==> src/rtl/jsp_pkg.sv <==
// Package jsp_pkg
// Shared sizes and the frame-slot type of the 8-4-1-1 transport packer.
// Assumes octet-aligned samples and an integer number of frames per lane word.
package jsp_pkg;
    localparam int SAMP_W        = 16;
    localparam int OCT_W         = 8;
    localparam int N_CONV        = 4;
    localparam int OCT_PER_SAMP  = SAMP_W / OCT_W;
    localparam int N_LANE        = N_CONV * OCT_PER_SAMP;
    localparam int FRM_PER_WORD  = 4;
    localparam int LANE_W        = OCT_W * FRM_PER_WORD;
    localparam int FCNT_W        = $clog2(FRM_PER_WORD);
    localparam int KW            = 6;

    // Kind of the current frame slot
    typedef enum logic [1:0] {
        SLOT_IDLE = 2'd0,
        SLOT_DATA = 2'd1,
        SLOT_FILL = 2'd2
    } slot_kind_e;
endpackage

==> src/rtl/jsp_frame_ctrl.sv <==
// Module jsp_frame_ctrl
// Classifies each cycle as an idle, data or fill slot and tracks the frame
// position inside a lane word. Raises word_done on the last slot of a word
// and keeps a sticky underrun flag.
// Assumes: every cycle with en high is one frame slot.
module jsp_frame_ctrl
    import jsp_pkg::*;
#(
    parameter int FPW = FRM_PER_WORD
) (
    input  logic       clk,
    input  logic       rst_n,
    input  logic       en,
    input  logic       in_valid,
    output logic       in_ready,
    output slot_kind_e slot_kind,
    output logic       word_done,
    output logic       underrun
);
    localparam int CW = $clog2(FPW);
    localparam logic [CW-1:0] LAST_POS = CW'(FPW - 1);

    logic [CW-1:0] fcnt;

    // Slot classification and handshake
    always_comb begin
        in_ready = en;
        if (!en)
            slot_kind = SLOT_IDLE;
        else if (in_valid)
            slot_kind = SLOT_DATA;
        else
            slot_kind = SLOT_FILL;
        word_done = (slot_kind != SLOT_IDLE) && (fcnt == LAST_POS);
    end

    // Frame position within the lane word
    always_ff @(posedge clk) begin
        if (!rst_n)
            fcnt <= '0;
        else if (slot_kind != SLOT_IDLE)
            fcnt <= (fcnt == LAST_POS) ? '0 : fcnt + 1'b1;
    end

    // Sticky underrun flag
    always_ff @(posedge clk) begin
        if (!rst_n)
            underrun <= 1'b0;
        else if (slot_kind == SLOT_FILL)
            underrun <= 1'b1;
    end

    assert_hold_when_off_R6: assert property (@(posedge clk) disable iff (!rst_n)
        !en |=> $stable(fcnt));
    assert_fill_flags_R5: assert property (@(posedge clk) disable iff (!rst_n)
        (en && !in_valid) |=> underrun);
    assert_flag_sticky_R5: assert property (@(posedge clk) disable iff (!rst_n)
        underrun |=> underrun);
endmodule

==> src/rtl/jsp_lane_map.sv <==
// Module jsp_lane_map
// Splits each converter sample into high and low octets on neighbouring
// lanes and shifts successive frame octets into a per-lane accumulator.
// The earliest frame ends up in the top octet of the lane word.
// Assumes word_done marks the last slot of each word.
module jsp_lane_map
    import jsp_pkg::*;
(
    input  logic                     clk,
    input  logic                     rst_n,
    input  slot_kind_e               slot_kind,
    input  logic                     word_done,
    input  logic [N_CONV*SAMP_W-1:0] samples,
    output logic [N_LANE*LANE_W-1:0] lane_words,
    output logic                     lane_valid
);
    localparam int ACC_W = LANE_W - OCT_W;

    for (genvar l = 0; l < N_LANE; l++) begin : g_lane
        localparam int CONV = l / OCT_PER_SAMP;
        localparam int PART = l % OCT_PER_SAMP;
        localparam int MSB  = CONV * SAMP_W + SAMP_W - 1 - PART * OCT_W;

        logic [OCT_W-1:0]  oct;
        logic [ACC_W-1:0]  acc;
        logic [LANE_W-1:0] word;

        // Octet selected for this lane, zero in a fill slot
        always_comb oct = (slot_kind == SLOT_DATA) ? samples[MSB -: OCT_W] : '0;

        // Accumulate frames and close the word on the last slot
        always_ff @(posedge clk) begin
            if (!rst_n) begin
                acc  <= '0;
                word <= '0;
            end else if (slot_kind != SLOT_IDLE) begin
                if (word_done) begin
                    word <= {acc, oct};
                    acc  <= '0;
                end else begin
                    acc  <= ACC_W'({acc, oct});
                end
            end
        end

        assign lane_words[l*LANE_W +: LANE_W] = word;
    end

    // Output strobe, one cycle per completed word
    always_ff @(posedge clk) begin
        if (!rst_n)
            lane_valid <= 1'b0;
        else
            lane_valid <= word_done;
    end

    assert_single_strobe_R4: assert property (@(posedge clk) disable iff (!rst_n)
        lane_valid |=> !lane_valid);
    assert_words_held_R4: assert property (@(posedge clk) disable iff (!rst_n)
        !word_done |=> $stable(lane_words));
endmodule

==> src/rtl/jsp_mf_track.sv <==
// Module jsp_mf_track
// Counts emitted lane words against K/4 words per multiframe and marks the
// word that closes each multiframe.
// Assumes K is a multiple of the frames per word; the low bits are dropped.
module jsp_mf_track
    import jsp_pkg::*;
#(
    parameter int KBITS = KW
) (
    input  logic             clk,
    input  logic             rst_n,
    input  logic             word_done,
    input  logic [KBITS-1:0] k_frames,
    output logic             mf_end
);
    logic [KBITS-1:0] words_per_mf;
    logic [KBITS-1:0] last_idx;
    logic [KBITS-1:0] wcnt;
    logic             at_last;

    // Multiframe length in words and the final word index
    always_comb begin
        words_per_mf = k_frames >> FCNT_W;
        last_idx     = (words_per_mf == '0) ? '0 : words_per_mf - 1'b1;
        at_last      = (wcnt >= last_idx);
    end

    // Word counter and end-of-multiframe marker
    always_ff @(posedge clk) begin
        if (!rst_n) begin
            wcnt   <= '0;
            mf_end <= 1'b0;
        end else if (word_done) begin
            wcnt   <= at_last ? '0 : wcnt + 1'b1;
            mf_end <= at_last;
        end else begin
            mf_end <= 1'b0;
        end
    end

    assert_mf_from_word_R7: assert property (@(posedge clk) disable iff (!rst_n)
        mf_end |-> $past(word_done));
endmodule

==> src/rtl/jesd_sample_packer.sv <==
// Module jesd_sample_packer
// Top level of the 8-4-1-1 transport packer: frame control, lane mapping
// and multiframe tracking.
// Assumes every enabled cycle is one frame slot and K is a multiple of four.
module jesd_sample_packer
    import jsp_pkg::*;
(
    input  logic                     clk,
    input  logic                     rst_n,
    input  logic                     tx_enable,
    input  logic                     in_valid,
    output logic                     in_ready,
    input  logic [N_CONV*SAMP_W-1:0] in_samples,
    input  logic [KW-1:0]            k_frames,
    output logic                     lane_valid,
    output logic [N_LANE*LANE_W-1:0] lane_data,
    output logic                     mf_end,
    output logic                     underrun
);
    slot_kind_e slot_kind;
    logic       word_done;

    jsp_frame_ctrl #(.FPW(FRM_PER_WORD)) u_ctrl (
        .clk       (clk),
        .rst_n     (rst_n),
        .en        (tx_enable),
        .in_valid  (in_valid),
        .in_ready  (in_ready),
        .slot_kind (slot_kind),
        .word_done (word_done),
        .underrun  (underrun)
    );

    jsp_lane_map u_map (
        .clk        (clk),
        .rst_n      (rst_n),
        .slot_kind  (slot_kind),
        .word_done  (word_done),
        .samples    (in_samples),
        .lane_words (lane_data),
        .lane_valid (lane_valid)
    );

    jsp_mf_track #(.KBITS(KW)) u_mf (
        .clk       (clk),
        .rst_n     (rst_n),
        .word_done (word_done),
        .k_frames  (k_frames),
        .mf_end    (mf_end)
    );

    assert_mf_aligned_R7: assert property (@(posedge clk) disable iff (!rst_n)
        mf_end |-> lane_valid);
endmodule

==> config.mk <==
export PLATFORM = sky130hd
export DESIGN_NAME = jesd_sample_packer
export DESIGN_NICKNAME = d
export VERILOG_FILES = /design/src/rtl/jsp_pkg.sv /design/src/rtl/jsp_frame_ctrl.sv /design/src/rtl/jsp_lane_map.sv /design/src/rtl/jsp_mf_track.sv /design/src/rtl/jesd_sample_packer.sv
export SDC_FILE = /design/constraint.sdc
export NUM_CORES = 1
export LEC_CHECK = 0
export ABC_AREA = 1
export BUFFER_PORTS_ARGS = -buffer_cell sky130_fd_sc_hd__buf_4
export CAP_MARGIN = 20
export CORE_ASPECT_RATIO = 0.7
export CORE_MARGIN = 2
export CORE_UTILIZATION = 55
export CTS_CLUSTER_DIAMETER = 50
export DETAILED_ROUTE_END_ITERATION = 10
export PLACE_DENSITY = 0.83
export SKIP_LAST_GASP = 1
export SLEW_MARGIN = 40
export SYNTH_ARGS = -nofsm -noshare
export SYNTH_HDL_FRONTEND = slang
export SYNTH_SLANG_ARGS = --single-unit
==> constraint.sdc <==
create_clock -name clk -period 2.58 [get_ports clk]
set_clock_uncertainty 0.15 [all_clocks]
set_input_delay 0.129 -clock clk [delete_from_list [all_inputs] [get_ports clk]]
set_output_delay 0.129 -clock clk [all_outputs]
set_load 0.01 [all_outputs]
; ---- Word-level counts from Yosys, hierarchy flattened
; Index checks and enable logic that the tools add are counted.
[word_totals]
regBits = 459
in_bits = 74
out_inout_bits = 260
[op_classes]
addsub = 3
magnitude_cmp = 1
eq_ne = 3
mux = 21
reduce_logical = 5
[op_table]
columns = cell, count
row1 = $mux 24, 8
row2 = $mux 8, 8
row3 = $mux 6, 2
row4 = $add 6x1->6 const B, 1
row5 = $ge 6x6->1, 1
row6 = $logic_not 6->1, 1
row7 = $mux 2, 3
row8 = $sub 4x1->5 const B, 1
row9 = $eq 2x2->1 const B, 2
row10 = $reduce_and 2->1, 2
row11 = $add 2x1->2 const B, 1
row12 = $eq 2x1->1 const B, 1
row13 = $reduce_bool 2->1, 1
row14 = $logic_and 1x1->1, 1

; ---- Longest topological paths before layout
[depth]
ltp_word = 5
depth_mapped = 12
mapped_depth_nobuf = 12

; ---- By module
; From an unflattened synthesis, not the netlist that was laid out.
[unflattened]
cells_unflattened = 2458
area_unflattened_um2 = 17643.2
[modules_own_cells]
columns = mod, n_inst, cells_per_inst, area_per_inst_um2, seq_area_each_um2
row1 = jsp_lane_map, 1, 2364, 16982.5, 8988.6
row2 = jsp_mf_track, 1, 70, 499.2, 140.1
row3 = jsp_frame_ctrl, 1, 24, 161.4, 60.1

; ---- Least setup slack after synthesis
; OpenSTA, ideal clock, no wires.
[synth_timing]
kind = register to register
startpoint = register u_ctrl.fcnt[0]
endpoint = register u_map.g_lane[6].word[16]
arrival_ns = 1.327
required_ns = 2.370
setup_slack_ns = 1.044
stages_incl_launch_ff = 7
path_buffers = 2
path_cell_list = dfxtp_1 -> ha_1 -> nand2_2 -> buf_2 -> buf_1 -> nand3_1 -> nand2_1
[synth_via]
elab_chain_cells = 3
[synth_lines]
columns = item, line
row1 = "start, declared", jsp_frame_ctrl.sv:23  ; logic [CW-1:0] fcnt;
row2 = "start signal, assigned", jsp_frame_ctrl.sv:42  ; fcnt <= (fcnt == LAST_POS) ? '0 : fcnt + 1'b1;
row3 = $eq 2x2->1, jsp_frame_ctrl.sv:34  ; word_done = (slot_kind != SLOT_IDLE) && (fcnt == LAST_POS);
row4 = $logic_and 1x1->1, jsp_frame_ctrl.sv:34
row5 = $reduce_and 2->1 (no line), n/a
row6 = "end signal, assigned", jsp_lane_map.sv:38  ; word <= {acc, oct};
row7 = "end, declared", jsp_lane_map.sv:26  ; logic [LANE_W-1:0] word;
; No other way between the ends.
; A chain may end at the register's enable or synchronous reset.

; ---- Worst setup path in the final report
[layout_timing]
startpoint = register u_ctrl.fcnt[0]
endpoint = register u_map.g_lane[5].acc[6]
[layout_via]
elab_chain_cells = 3
[layout_lines]
columns = item, line
row1 = $eq 2x2->1, jsp_frame_ctrl.sv:34
row2 = $logic_and 1x1->1, jsp_frame_ctrl.sv:34
row3 = $mux 24, jsp_lane_map.sv:37  ; if (word_done) begin
row4 = "end signal, assigned", jsp_lane_map.sv:41  ; acc <= ACC_W'({acc, oct});
row5 = "end, declared", jsp_lane_map.sv:25  ; logic [ACC_W-1:0] acc;
; No other way between the ends.

==> impl_metrics.json <==
{
  "rows": 52,
  "postSynthCellCount": 2164,
  "post-route-util_pct": 72.6,
  "insertedDiodeCount": 0,
  "dieWidth_um": 210,
  "dr_total_vias": 15600,
  "dieArea_sq_um": 31200,
  "ctsLongestPathBuffers": 3,
  "maxCapViolCount": 0,
  "worst-endpoint-required_ps": 2860,
  "clock_sinks": 459,
  "swShare_pct": 23.2,
  "worst-setup-path-type": "reg -> reg",
  "power_frac_clock_pct": 43.6,
  "seqPwrFrac_pct": 50.3,
  "grt-ovfl-total": 0,
  "worst-path-stages": 7,
  "ys_warn_count": 0,
  "avgSynthCellArea_sq_um": 7.56,
  "antenna_found_initial": 0,
  "cts.clk_slew.worst_paths_ps": 70,
  "grt_pass1_vias": 14700,
  "power_density_nw_per_um2": 685,
  "core_sq_um": 29100,
  "p_int_mw": 11.1,
  "firstDrtPassIters": 8,
  "layout-drive-gt1-share_pct": 17.0,
  "synth-seq-cells": 459,
  "placed_cell_area_sq_um": 19000,
  "cp_slowest_stage_delay_ps": 590,
  "crit_fanout": 64,
  "io_pins": 334,
  "area_delta_synth_final_pct": 29.1,
  "routed_via_density": 5.38,
  "place_congestion": 0.812,
  "fin_crit_ps": 2350,
  "rsz0062_at_grt": "false",
  "grt_max_degree": 195,
  "finalMaxSlewViolations": 0,
  "initial_core_util_pct": 56.2,
  "place_inst": 2741,
  "tightest_slew_ps": 649,
  "dp_hpwl_mm": 28.3,
  "crit_chain": "ha_4, buf_6, inv_2, buf_12, nand2_1, a21oi_1, dlygate4sd3_1",
  "drt-initial-drc-count": 1585,
  "h-tree-depth": 2,
  "crit_path_start_kind": "register",
  "endpoint_kind": "register",
  "ys_types": 20,
  "hold_ws_ps": 131,
  "slew_headroom_pct": 56.7,
  "finalSetupViolCount": 0,
  "cts_buffers": 44,
  "cpMaxStageDelayCell": "dlygate4sd3_1",
  "wl_mm": 48.4,
  "r2r_cells": 7,
  "min_path_cells": 9,
  "power.share.combinational_pct": 6.1,
  "cts_root_buf": "clkbuf_16",
  "p_leak_nw": 9.19,
  "cts_tree": "done",
  "crit_arrival_ps": 2630,
  "period_share_pct": 91.2,
  "fmax_mhz": 425,
  "wire_per_inst_um": 16.7,
  "ant_nets": 0,
  "finalInstanceArea_sq_um": 21100,
  "fp.dieH_um": 148,
  "grt_pass1_wl_mm": 76.1,
  "crit_family": "buffers and inverters",
  "critPathBufInv": 4,
  "drc": 0,
  "nNetsFinal": 2564,
  "synth_area_sq_um": 16400,
  "status": "finished clean",
  "hold_viol": 0,
  "tns_ps": 0,
  "fin_cells": 2894,
  "holdCritPathClass": "in -> reg",
  "grt_usage_pct": 30.0,
  "io_buffers": 331,
  "vdd_drop_max_mv": 0.548,
  "p_sw_mw": 3.36,
  "clock_latency_ps": 560,
  "yosysSeqAreaShare_pct": 56.2
}
==> worst reg2reg max path, cell delays in order (launching register included) <==
cell and delay, ps:
dfxtp_1 400, ha_4 230, buf_6 350, inv_2 90, buf_12 240, nand2_1 120
a21oi_1 60, dlygate4sd3_1 590
==> cell usage after synthesis <==
master / n / share of area (%)
buf_4: 7 / 0.32
a211oi_1: 1 / 0.046
inv_2: 4 / 0.092
dfxtp_1: 459 / 56
buf_2: 48 / 1.5
nand3_1: 130 / 4.0
ha_1: 8 / 0.61
nand2_1: 788 / 18
clkbuf_1: 70 / 1.6
conb_1: 1 / 0.023
clkbuf_4: 2 / 0.092
o21ai_0: 67 / 2.1
nor2_2: 1 / 0.038
inv_1: 74 / 1.7
buf_1: 27 / 0.62
xnor2_1: 2 / 0.11
xor2_1: 3 / 0.16
nor2_1: 212 / 4.9
nand2_2: 1 / 0.038
a21oi_1: 259 / 7.9
==> placed cells by master, fill, tap and decap left out, types with 7 or more instances in the layout <==
cell / count
a21oi_1: 259
buf_4: 341
nand2_1: 787
o21ai_0: 67
clkbuf_8: 8
dfxtp_1: 459
dlygate4sd3_1: 72
ha_1: 7
clkinv_2: 7
nand3_1: 130
nor2_1: 211
clkbuf_1: 14
buf_12: 8
inv_1: 74
clkbuf_16: 45
==> timing repair <==
| action | 4_1_cts | 5_1_grt |
|---|---|---|
| gates resized for setup | 0 | 2 |
| hold endpoints to repair | 181 | 0 |
| setup endpoints to repair | 0 | 2 |
| buffers inserted | 0 | 0 |
| hold buffers | 72 | 0 |
==> metrics by stage <==
step / setup WS [ps] / total power, mW
6_report: 226 / 14.5
3_5_place_dp: 629 / 8.20
2_1_floorplan: 1040 / 7.88
5_1_grt: 127 / 14.9
4_1_cts: 145 / 14.5
3_3_place_gp: 704 / 8.18
==> power groups by stage <==
stage / sequential (mW) / clock [mW] / combinational [mW]
floorplan: 7.43 / 0 / 0.451
global placement: 7.43 / 0 / 0.755
detailed placement: 7.43 / 0 / 0.768
CTS: 7.28 / 6.37 / 0.857
global route: 7.29 / 6.67 / 0.960
finish: 7.28 / 6.30 / 0.882
==> path summary, 6_finish.rpt <==
path / startpoint / endpoint / slack [ps]
worst max-delay path: u_ctrl.fcnt[0] / u_map.g_lane[5].acc[6] / 230
worst min-delay path: k_frames[3] / u_mf.mf_end / 130
worst max register to register: u_ctrl.fcnt[0] / u_map.g_lane[5].acc[6] / 230
worst min register to register: u_map.g_lane[1].acc[4] / u_map.g_lane[1].word[12] / 310
==> cell families (layout without fill, tap and decap cells) <==
logic type	Yosys count	count (layout)	synth area share [%]
other	1	2	0.0229
buffers and inverters	232	583	5.90
xor gates and xnor gates	5	5	0.268
DFF	459	459	56.2
adders and majority gates	8	8	0.612
and+or+nand+nor	1132	1132	27.0
AOI/OAI and AO/OA	327	327	10.0
==> metal layers <==
layer	wire length, um	GRT usage (%)	share of wire [%]
met2	22400	48.0	46
met3	3980	6.84	8.2
met4	1730	11.7	3.6
met5	0	0	0
met1	20400	39.7	42
==> registers in the layout (all words and copies together) (netlist names) <==
name	flops
u_map.g_lane.word	256
u_map.g_lane.acc	192
u_map.lane_valid	1
u_ctrl.underrun	1
u_ctrl.fcnt	2
u_mf.mf_end	1
u_mf.wcnt	6
==> area by class of cell <==
cell class	count	area, sq um
clock inverter	13	111
timing repair buffer	425	3500
fill	2137	7970
multi-input combinational	1474	6250
clock buffer	67	1290
tap	378	473
sequential	459	9190
inverter	78	305
Power figures use the tool's default switching activity.
